===== src/rtl/rp_pkg.sv =====
package rp_pkg;

   // Next-state choice of the prescale count register
   typedef enum logic [1:0] {
      PS_HOLD   = 2'd0,
      PS_DEC    = 2'd1,
      PS_RELOAD = 2'd2,
      PS_LOAD   = 2'd3
   } ps_action_e;

   // Next-state choice of the event counter
   typedef enum logic [1:0] {
      EV_HOLD = 2'd0,
      EV_INC  = 2'd1,
      EV_LOAD = 2'd2
   } ev_action_e;

   localparam int unsigned RP_MAX_W = 64;

endpackage


===== src/rtl/rp_reload_reg.sv =====
module rp_reload_reg #(
   parameter int unsigned W = 32
) (
   input  logic         clk,
   input  logic         rst_n,
   input  logic         we,
   input  logic [W-1:0] wdata,
   output logic [W-1:0] value
);

   logic [W-1:0] value_r;

   always_ff @(posedge clk) begin
      if (!rst_n)
         value_r <= '0;
      else if (we)
         value_r <= wdata;
   end

   assign value = value_r;

endmodule


===== src/rtl/rp_down_counter.sv =====
module rp_down_counter
   import rp_pkg::*;
#(
   parameter int unsigned W = 32
) (
   input  logic         clk,
   input  logic         rst_n,
   input  logic         tick,
   input  logic [W-1:0] reload_val,
   input  logic         wr_en,
   input  logic [W-1:0] wr_data,
   output logic [W-1:0] count,
   output logic         period_done
);

   logic [W-1:0] count_r;
   logic         at_zero;
   ps_action_e   action;

   assign at_zero     = (count_r == '0);
   assign period_done = tick & at_zero;

   always_comb begin
      if (wr_en)
         action = PS_LOAD;
      else if (tick && at_zero)
         action = PS_RELOAD;
      else if (tick)
         action = PS_DEC;
      else
         action = PS_HOLD;
   end

   always_ff @(posedge clk) begin
      if (!rst_n) begin
         count_r <= '0;
      end else begin
         unique case (action)
            PS_LOAD:   count_r <= wr_data;
            PS_RELOAD: count_r <= reload_val;
            PS_DEC:    count_r <= count_r - {{(W-1){1'b0}}, 1'b1};
            default:   count_r <= count_r;
         endcase
      end
   end

   assign count = count_r;

endmodule


===== src/rtl/rp_event_counter.sv =====
module rp_event_counter
   import rp_pkg::*;
#(
   parameter int unsigned W = 32
) (
   input  logic         clk,
   input  logic         rst_n,
   input  logic         inc,
   input  logic         wr_en,
   input  logic [W-1:0] wr_data,
   output logic [W-1:0] value
);

   logic [W-1:0] value_r;
   ev_action_e   action;

   always_comb begin
      if (wr_en)
         action = EV_LOAD;
      else if (inc)
         action = EV_INC;
      else
         action = EV_HOLD;
   end

   always_ff @(posedge clk) begin
      if (!rst_n) begin
         value_r <= '0;
      end else begin
         unique case (action)
            EV_LOAD: value_r <= wr_data;
            EV_INC:  value_r <= value_r + {{(W-1){1'b0}}, 1'b1};
            default: value_r <= value_r;
         endcase
      end
   end

   assign value = value_r;

endmodule


===== src/rtl/reload_prescaler.sv =====
module reload_prescaler
   import rp_pkg::*;
#(
   parameter int unsigned PS_W = 32,
   parameter int unsigned EV_W = 32
) (
   input  logic            clk,
   input  logic            rst_n,
   input  logic            tick,
   input  logic            reload_we,
   input  logic [PS_W-1:0] reload_wdata,
   input  logic            count_we,
   input  logic [PS_W-1:0] count_wdata,
   input  logic            events_we,
   input  logic [EV_W-1:0] events_wdata,
   output logic [PS_W-1:0] reload_q,
   output logic [PS_W-1:0] count_q,
   output logic [EV_W-1:0] events_q
);

   generate
      if (PS_W < 1 || PS_W > RP_MAX_W) begin : g_bad_ps_w
         $error("reload_prescaler: PS_W out of range");
      end
      if (EV_W < 1 || EV_W > RP_MAX_W) begin : g_bad_ev_w
         $error("reload_prescaler: EV_W out of range");
      end
   endgenerate

   logic [PS_W-1:0] reload_val;
   logic            period_done;

   rp_reload_reg #(.W(PS_W)) u_reload (
      .clk   (clk),
      .rst_n (rst_n),
      .we    (reload_we),
      .wdata (reload_wdata),
      .value (reload_val)
   );

   rp_down_counter #(.W(PS_W)) u_pscount (
      .clk         (clk),
      .rst_n       (rst_n),
      .tick        (tick),
      .reload_val  (reload_val),
      .wr_en       (count_we),
      .wr_data     (count_wdata),
      .count       (count_q),
      .period_done (period_done)
   );

   rp_event_counter #(.W(EV_W)) u_events (
      .clk     (clk),
      .rst_n   (rst_n),
      .inc     (period_done),
      .wr_en   (events_we),
      .wr_data (events_wdata),
      .value   (events_q)
   );

   assign reload_q = reload_val;

endmodule


===== config.mk =====
export PLATFORM = sky130hd
export DESIGN_NAME = reload_prescaler
export DESIGN_NICKNAME = d
export VERILOG_FILES = /design/src/rtl/rp_pkg.sv /design/src/rtl/rp_reload_reg.sv /design/src/rtl/rp_down_counter.sv /design/src/rtl/rp_event_counter.sv /design/src/rtl/reload_prescaler.sv
export SDC_FILE = /design/constraint.sdc
export NUM_CORES = 1
export LEC_CHECK = 0
export ABC_AREA = 1
export BUFFER_PORTS_ARGS = -buffer_cell sky130_fd_sc_hd__buf_2
export CORE_MARGIN = 3
export CORE_UTILIZATION = 50
export CTS_BUF_LIST = sky130_fd_sc_hd__clkbuf_4
export DETAILED_ROUTE_END_ITERATION = 8
export PLACE_DENSITY = 0.9
export SLEW_MARGIN = 5
export SYNTH_ARGS = -nofsm -noshare
export SYNTH_HDL_FRONTEND = slang
export SYNTH_SLANG_ARGS = --single-unit

===== constraint.sdc =====
create_clock -name clk -period 4.2 [get_ports clk]
set_clock_uncertainty 0.05 [all_clocks]
set_input_delay 0.84 -clock clk [delete_from_list [all_inputs] [get_ports clk]]
set_output_delay 0.84 -clock clk [all_outputs]
set_load 0.1 [all_outputs]

# == After elaboration in Yosys (flattened, before gate mapping) ==
# Index checks and enable logic that the tools add are counted.
# totals
output_inout_bits,96
inputBits,102
memories,0
mem_bits_rw,0
reg_bits,96
word_cells,22
romBits,0
latchBits,0
# classes
multipliers,0
n_addsub,2
bitwise,1
order_cmp,0
n_div,0
eq_ne,5
n_mux,7
shift,0
reduce_logical,4
# op_table
cell,n
case mux 32 bit (3 select lines),1
case mux 32 bit (2 select lines),1
"adder 32 x 1 -> 32 bit, second input constant",1
zero test 32 bit,1
"subtractor 32 x 1 -> 32 bit, second input constant",1
"equality test 2 bit, second input constant",3
two-way mux 2 bit,3
"equality test 2 x 1 -> 1 bit, second input constant",2
nonzero test 3 bit,1
two-way mux 1 bit,2
nonzero test 2 bit,1
AND 1 bit,1
logical AND 1 bit,1

# == Logic depth before layout (Yosys ltp) ==
# Gate-level depths: netlist of the first run.
# logic_depth
ltp_word,6
mapped_depth,15
ltp_nobuf,14

# == Hierarchy ==
# A second synthesis of the first run with hierarchy kept.
# unflattened
cells_unflattened,1027
area_unflattened_um2,6486.2
# modules_own_cells
mod,area_per_inst_um2,cells_per_inst,seq_area_each_um2,n_inst
rp_down_counter,2880.3,475,640.6,1
rp_event_counter,2270.9,350,640.6,1
rp_reload_reg,1335.0,202,640.6,1

# == Least setup slack after synthesis of the first run ==
# OpenSTA, ideal clock, no wires.
# synth_path
path_kind,register -> register
from,"register u_pscount.count_r[0], in the netlist u_pscount.count[0]"
to,"register u_pscount.count_r[15], in the netlist u_pscount.count[15]"
n_path_buf,1
setup_ns,0.071
required_time_ns,4.079
path_stages_with_launch,16
slack_ns,0.946
synth_period_minus_slack_ns,3.254
arrival_time_ns,3.133
path_cell_list,dfxtp_1 > inv_1 > ha_1 > nand2_4 > nor2_8 > nand2_4 > nor2_8 > o21ai_0 > inv_1 > ha_1 > inv_1 > clkbuf_1 > a21oi_1 > o21ai_0 > o21ai_0 > a21oi_1
# synth_between
elab_chain_cells,6
word_cells_on_any_way,10
cone_classes,add/sub (1); eq/ne (3); mux (3); reduce/logical (3)
# synth_rtl
element,line,rtl
from (decl),rp_down_counter.sv:16,logic [W-1:0] count_r;
from (signal assigned),rp_down_counter.sv:39,PS_LOAD: count_r <= wr_data;
from (signal assigned),rp_down_counter.sv:40,PS_RELOAD: count_r <= reload_val;
from (signal assigned),rp_down_counter.sv:41,"PS_DEC: count_r <= count_r - {{(W-1){1'b0}}, 1'b1};"
branches (longest 6 deep; another with subtractor 32 x 1 -> 32 bit),--,
# Parallel ways; which one is timed is not known.
# A chain may end at the register's enable or synchronous reset.

# == Worst setup path after layout of the first run ==
# layout_path
from,"register u_pscount.count_r[0], in the netlist u_pscount.count[0]"
to,"register u_pscount.count_r[16], in the netlist u_pscount.count[16]"
# Same word-level chain as after synthesis.

==> results, run 1 <==
- The run finished with clean final reports.
- Summed over all cells, the static leakage comes to 3.60 nW.
- The number of global-route vias before repair is 6741.
- The clock tree from TritonCTS is built.
- The data required time of the critical path is 4.53 ns.
- The fraction of the cycle the final worst path needs is 74.8%.
- Of the total power, the clock network draws 20.3%.
- The chip width is 117 um.
- The placement-stage worst setup slack is 1.11 ns.
- The startpoint identified for the worst hold timing path is u_events.value[29].
- After detailed routing, the number of remaining DRC violations is 0.
- The number of vias per cell is 5.31.
- The fraction of the mapped netlist area in compound gates is 18.2%.
- STA classifies the critical path startpoint as a flop.
- In the layout the commonest cells are nand2_1, buf_2, nor2_1.
- CTS saw 96 sinks.
- For this run, the number of standard cells in the final layout without fillers is 1368.
- Setup slack closes at 1.06 ns.
- The worst hold path class is reg2reg.
- The number of gates resized after CTS was 0.
- The post-CTS setup buffer count is 0.
- The detailed-route via count is 7269.
- The maximum clock frequency is 0.318 GHz.
- The total area inside the core boundary comes to 12100 um^2.
- The DRC marker count from the first detailed-route iteration is 680.
- The number of warnings issued by yosys is 0.
- The worst-path cell with the longest stage delay is clkinv_1.
- For this run, the detailed router's first-pass iteration total came to 5.
- The signal on the critical path passes through inv_1, ha_1, nand2_4, nor2_8, nand2_4, nor2_8, o21ai_0, inv_1, ha_1, clkinv_1, buf_4, o21ai_0, a21oi_1.
- The floorplan has 40 rows.
- The critical path is of the reg2reg type.
- The last weighted congestion value of the routability-driven placer is 0.983.
- The cell at the root of the clock tree is clkbuf_4.
- The net count of the mapped netlist is 1130.
- The critical path launch point is u_pscount.count[0].
- The power share of the combinational group is 40.0%.
- The reg-to-reg startpoint is u_pscount.count[0].
- The full die area is 13800 um^2.
- The clock insertion delay at the later pin of the skew report is 0.48 ns.
- The first global-routing pass estimated 32300 um of wire.
- Sequential cells account for 39.7% of the total power.
- Of all nets on the critical path, the largest fanout is 33.
- The worst slew slack as a fraction of its limit is 25.2%.
- 198 I/O pins were placed.
- The worst setup path is captured at a flop.
- Setup repair after global routing left no endpoint under its margin.
- Counting I/O delays and the setup requirement, the final critical path takes 3.14 ns.
- The net switching power is 0.00127 W.
- The final hold violation count is 0.
- The switching part of the total is 46.7%.
- The number of max-slew violations in the final report came to 0.
- The final layout contains routed wiring with a total length of 19900 um.
- The slew at the pin closest to its max-slew limit is 1.12 ns.
- The detail route stage leaves a number of antenna-violating nets equal to 0.
- In the final design database the tool counted 1302 nets.
- Of the cells placed in the final design, the portion with a size suffix greater than 1 is 22.2%.
- Setup violations remaining at the end of the flow were counted as 0.
- After Yosys synthesis, full adders, half adders and majority gates account for 1.01% of the synthesized area.
- The overall global routing resource usage is 28.1%.
- Leaving out fill and tap cells, the most frequent cell in the layout is nand2_1.
- After routing, the total negative slack on setup checks comes to 0 ns.
- The summed instance area of the synthesized netlist is 6200 um^2.
- In this run the mean area of a mapped cell was 6.06 um^2.
- The number of buffers inserted by port buffering is 197.
- The parity-gate share of the synthesized area counting xor and xnor cells is 2.26%.
- The multiplexer share of the synthesized area is 0.323%.
- The clock passes through at most 2 buffers.
- For this run, the slowest stage of the critical path takes 0.57 ns.
- The number of antenna violations at the first check in global routing is 1.
- The total clock buffers created by CTS is 9.
- The clock transition at the registers of the reported paths is 0.14 ns.
- The arrival time of the worst setup path is 3.47 ns.
- The layout-stage area growth over the synthesis result is 19.3%.
- After synthesis, the largest family of logic cells by area is simple AND/OR/NAND/NOR gates.
- The total overflow reported by the global router is 0.
- The synthesized-area fraction occupied by and/or/nand/nor cells is 39.6%.
- Across the run, the number of max-cap violations was 0.
- Detailed placement ended at an HPWL of 14700 um.
- The worst-case IR drop observed on VDD is 0.260 mV.
- Counting tap cells, the placed design contains a total of 1352 instances.
- The vertical die dimension is 117 um.
- The internal power of the cells totals 0.00146 W.
- The synthesized instance count is 1023.
- Counting flops and latches in the post-synthesis netlist gives 96.
- In this run, post-CTS hold repair placed 0 buffers.
- Entering global routing, the biggest net connects 56 pins.
- The fraction of the yosys area taken by sequential cells is 31.0%.
- Yosys mapped the design onto 40 distinct sky130hd cell types.
- The clock tree synthesis step divided the H-tree into 3 levels.
- The average routed wire per standard cell is 14.5 um.
- The power density relative to cell area is 369 nW/um^2.
- The initial standard-cell utilization of the core is 51.4%.
critical path: cells and delay by family, from the launching register on:
kind	cells	cell delay, ns
AO/OA/AOI/OAI	3	0.39
AND/OR/NAND/NOR	4	0.57
adder cells (fa/ha/maj)	2	0.41
buffers and inverters	4	1.26
flip-flops	1	0.36
cell usage after synthesis:
library cell | number | area share (%)
a211oi_2 | 3 | 0.61
o21bai_1 | 7 | 0.85
nor3_1 | 5 | 0.40
ha_1 | 5 | 1.0
dfxtp_1 | 96 | 31
xor2_1 | 10 | 1.4
a211oi_1 | 1 | 0.12
buf_6 | 3 | 0.54
or2_2 | 15 | 1.5
nor3_2 | 3 | 0.48
xnor2_1 | 6 | 0.85
nand2_2 | 6 | 0.61
o21ai_1 | 6 | 0.48
buf_8 | 1 | 0.24
inv_1 | 69 | 4.2
nor3_4 | 1 | 0.26
nor2_2 | 7 | 0.71
a21o_1 | 1 | 0.12
clkbuf_1 | 35 | 2.1
mux2i_1 | 2 | 0.32
nand3_1 | 53 | 4.3
buf_2 | 1 | 0.081
clkinv_1 | 1 | 0.060
nor2_4 | 2 | 0.36
o211a_1 | 1 | 0.16
nand3_4 | 1 | 0.28
nand2_4 | 3 | 0.54
a21oi_1 | 80 | 6.5
buf_1 | 2 | 0.12
nand4_1 | 5 | 0.50
inv_2 | 1 | 0.060
inv_4 | 1 | 0.10
o21ai_0 | 108 | 8.7
nand3b_1 | 5 | 0.61
a21oi_2 | 4 | 0.57
nor2_1 | 194 | 12
nor2_8 | 2 | 0.65
buf_4 | 1 | 0.12
nand2_1 | 275 | 17
a31oi_1 | 1 | 0.10
power by group through the flow:
stage                     registers, W  clock network (W)  logic (W)
after floorplan                0.00159                  0   0.000364
after detailed placement       0.00110                  0    0.00109
after global placement         0.00110                  0    0.00107
after global routing           0.00109           0.000593    0.00117
after CTS                      0.00108           0.000562    0.00109
final                          0.00108           0.000553    0.00109
cell type report:
cell class,instances,area [um^2]
Timing Repair Buffer,204,1040
Inverter,72,273
Antenna cell,1,2.50
Clock inverter,5,72.6
Fill cell,1187,4660
Multi-Input combinational cell,812,3800
Clock buffer,10,75.1
Sequential cell,96,1920
Tap cell,168,210
metal layers:
layer  share of wire, %  up-vias  track usage (%)
met3                9.6       57             5.26
met5                  0        -                0
met2                 46      381             46.1
met4                3.1        0             12.9
li1                   -     3634                -
met1                 41     3197             36.1
sequential cells by signal (all words and copies together), names as in the netlist:
register	count
u_events.value	32
u_pscount.count	32
u_reload.value	32
final timing paths:
check | endpoint | slack, ns | cells after the start
worst max-delay path | u_pscount.count[16] | 1.06 | 13
worst min-delay path | u_events.value[29] | 0.48 | 2
worst max register to register | u_pscount.count[16] | 1.06 | 13
worst min register to register | u_events.value[29] | 0.48 | 2
metrics by stage:
stage	utilization [%]	cell area (um^2)	total power, W	hold slack (ns)
global route	61.3	7400	0.00286	0.493
global placement	60.1	7250	0.00217	0.434
detailed placement	60.1	7250	0.00219	0.452
floorplan	-	6200	0.00195	0.872
CTS	61.3	7400	0.00273	0.471
finish	61.3	7400	0.00273	0.479
kinds of logic after synthesis:
| kind of cell | count (synthesis) |
|---|---|
| simple gates | 577 |
| flops | 96 |
| mux | 2 |
| xor+xnor | 16 |
| fa+ha+maj | 5 |
| buf+inv | 115 |
| compound gates | 212 |
(Power assumes the default switching activity.)
==> inputs of run 2 (changes only) <==
--- a/config.mk
+++ b/config.mk
@@ -8,7 +8,7 @@
 export ABC_AREA = 1
 export BUFFER_PORTS_ARGS = -buffer_cell sky130_fd_sc_hd__buf_2
 export CORE_MARGIN = 3
-export CORE_UTILIZATION = 50
+export CORE_UTILIZATION = 48
 export CTS_BUF_LIST = sky130_fd_sc_hd__clkbuf_4
 export DETAILED_ROUTE_END_ITERATION = 8
 export PLACE_DENSITY = 0.9
==> constraint.sdc (replaced) <==
create_clock -name clk -period 2.85 [get_ports clk]
set_clock_uncertainty 0.05 [all_clocks]
set_input_delay 0.57 -clock clk [delete_from_list [all_inputs] [get_ports clk]]
set_output_delay 0.57 -clock clk [all_outputs]
set_load 0.1 [all_outputs]
==> results, run 2 (synthesis gave the netlist of run 1 again) <==
- The placement-stage worst setup slack is 0.315 ns.
- For this design, the CTS-stage hold fixing added 0 buffers.
- The total leakage power is 3.68 nW.
- In this run the remaining antenna-violating nets after routing total 0.
- The floorplan row count is 40.
- The fraction of the cycle the final worst path needs is 90.6%.
- The clock group share of total power is 22.5%.
- The number of optimization iterations in the first detailed-route pass is 5.
- STA classifies the critical path endpoint as a flop.
- The number of global-route vias before repair is 6596.
- STA classifies the critical path startpoint as a flop.
- From left edge to right edge, the die measures 120 um.
- Clock tree synthesis found a total of 96 sinks.
- Adding up every negative setup slack in the final design gives 0 ns.
- Once the clock tree was built, the setup fixing pass inserted 0 buffers.
- Compared with the post-synthesis result, the final layout area differs by 22.3%.
- During placement, the flow inserted port buffers numbering 197.
- In this run switching power makes up 45.1% of total power.
- At the pin with the least slew margin, the transition time is 0.568 ns.
- The area inside the core boundary is 12300 um^2.
- The full die area is 14300 um^2.
- The layout filler cell count is 1253.
- At the worst endpoint, the arrival time is 2.93 ns.
- Entering global routing, the biggest net connects 65 pins.
- The final hold violation count is 0.
- The count of pins on the block boundary is 198.
- The cell depth of the worst hold path is 3.
- Power comes to 0.00417 W.
- Per report_power, the sequential group accounts for 38.6% of the total.
- The start point of the worst hold path is reload_wdata[17].
- The DRC marker count from the first detailed-route iteration is 539.
- The max-cap check violation count is 0.
- The shortest period the worst path allows is 2.58 ns.
- Headroom to the max-slew limit came out at 62.2%.
- The peak ir drop on the vdd network is 0.335 mV.
- The number of max-slew violations in the final report is 0.
- The data required time of the critical path is 3.20 ns.
- In this run the deepest clock path goes through 2 buffers.
- In this run the clock root is driven by a clkbuf_4.
- The number of vias per cell is 5.22.
- Per report_power, the combinational group accounts for 38.9% of the total.
- Setup repair after global routing left no endpoint under its margin.
- For flop-to-flop paths, the worst setup slack is 0.27 ns.
- The worst register-to-register path begins at u_pscount.count[0].
- The post-placement cell count is 1360.
- The smallest setup slack after layout is 0.268 ns.
- Clock-pin slew was measured on the worst setup and hold paths at 0.15 ns.
- TritonCTS built the clock tree.
- The non-filler instance count after layout is 1379.
- The final layout contains 1310 nets.
- In the layout the commonest cells are nand2_1, buf_2, nor2_1.
- The category of the critical setup timing path is reg2reg.
- The final routed DRC violation total is 0.
- Clock tree synthesis inserted a total of 9 buffers.
- Summed over all nets, the half-perimeter wirelength after detailed placement is 15300 um.
- The clock insertion delay at the later pin of the skew report is 0.48 ns.
- Internal power comes to 0.00229 W.
- The depth of the most critical reg-to-reg path is 14.
- The most common cell after layout, fill and taps aside is nand2_1.
- Of the cells placed in the final design, the portion with a size suffix greater than 1 is 25.5%.
- At the end of routability-driven placement, the weighted congestion stood at 0.970.
- The vertical die dimension is 120 um.
- Setup violations remaining at the end of the flow were counted as 0.
- The worst hold path class is in2reg.
- In this run the worst path has a maximum fanout of 26.
- The initial standard-cell utilization of the core is 50.4%.
- The flow ran to the end, and the final reports show no timing, DRC or antenna violations.
- The maximum clock frequency is 0.387 GHz.
- The H-tree was split into 3 levels.
- Cells fill 61.6% of the core in the end.
- In this run the power spent charging and discharging nets is 0.00188 W.
- The terminus of the critical flop-to-flop path is u_pscount.count[13].
- The average routed wire per standard cell is 14.6 um.
- The end point of the worst hold path is u_reload.value[17].
- The total overflow reported by the global router is 0.
- Power spread over the standard cell area amounts to 550 nW/um^2.
- The final layout contains routed wiring with a total length of 20100 um.
- The overall global routing resource usage is 27.3%.
- The routed layout has 7195 vias.
- The number of antenna violations at the first check in global routing is 1.
- The first-pass GRT wire length is 32100 um.
-- run 2: changes by cell type in the layout (fill, tap and decap cells not counted), moves of 2 or more --
cell / change
buf_12: +3
buf_4: +4
clkbuf_4: +2
dfxtp_1: -32
dfxtp_2: +31
diode_2: +2
-- run 2: repair_timing --
item,in CTS,in global routing
endpoints found under the setup margin,0,3
gates resized for setup,0,1
hold endpoints to repair,0,0
-- run 2: final cells by class --
type                            count  area (um^2)  share of cell area (%)
Antenna cell                        3         7.51                  0.0990
Clock buffer                       12         90.1                    1.19
Clock inverter                      4         93.8                    1.24
Inverter                           72          273                    3.60
Multi-Input combinational cell    812         3800                    50.2
Sequential cell                    96         1960                    25.9
Tap cell                          168          210                    2.77
Timing Repair Buffer              212         1140                    15.0
-- run 2: layer usage --
layer  vias to the layer above  share of wire, %  track usage, %
met5                         -                 0               0
met4                         0               3.0            11.3
met3                        42               7.3            5.09
met2                       284                47            46.4
met1                      3213                42            34.1
li1                       3656                 -               -
-- run 2: worst max path at each step --
stage,start,endpoint,slack (ns),cells after the start
2_1_floorplan,u_pscount.count[1],u_pscount.count[15],0.03,15
3_3_place_gp,u_pscount.count[0],u_pscount.count[31],0.40,13
3_5_place_dp,u_pscount.count[0],u_pscount.count[2],0.32,15
4_1_cts,u_pscount.count[0],u_pscount.count[13],0.27,15
5_1_grt,u_pscount.count[0],u_pscount.count[13],0.03,14
6_report,u_pscount.count[0],u_pscount.count[13],0.27,14
-- run 2: power groups by stage --
stage          clock network, W  logic (W)  registers [W]
3_3_place_gp                  0    0.00160        0.00163
2_1_floorplan                 0   0.000534        0.00236
5_1_grt                 0.00100    0.00173        0.00163
4_1_cts                0.000944    0.00162        0.00161
3_5_place_dp                  0    0.00161        0.00163
6_report               0.000937    0.00162        0.00161
-- run 2: worst max-delay path, stage by stage (launching register included) --
cell and delay, ns:
dfxtp_4 0.37, inv_1 0.08, ha_1 0.25, nand2_4 0.10
nor2_8 0.18, nand2_4 0.10, nor2_8 0.16, o21ai_0 0.13
inv_1 0.10, ha_1 0.35, buf_12 0.23, a21oi_1 0.08
o21ai_0 0.07, o21ai_0 0.10, a21oi_1 0.13
-- run 2: metrics by stage --
step / hold WS, ns / area (um^2)
6_report: 0.253 / 7580
5_1_grt: 0.244 / 7580
4_1_cts: 0.229 / 7570
3_5_place_dp: 0.447 / 7390
3_3_place_gp: 0.440 / 7390
2_1_floorplan: 0.643 / 6240
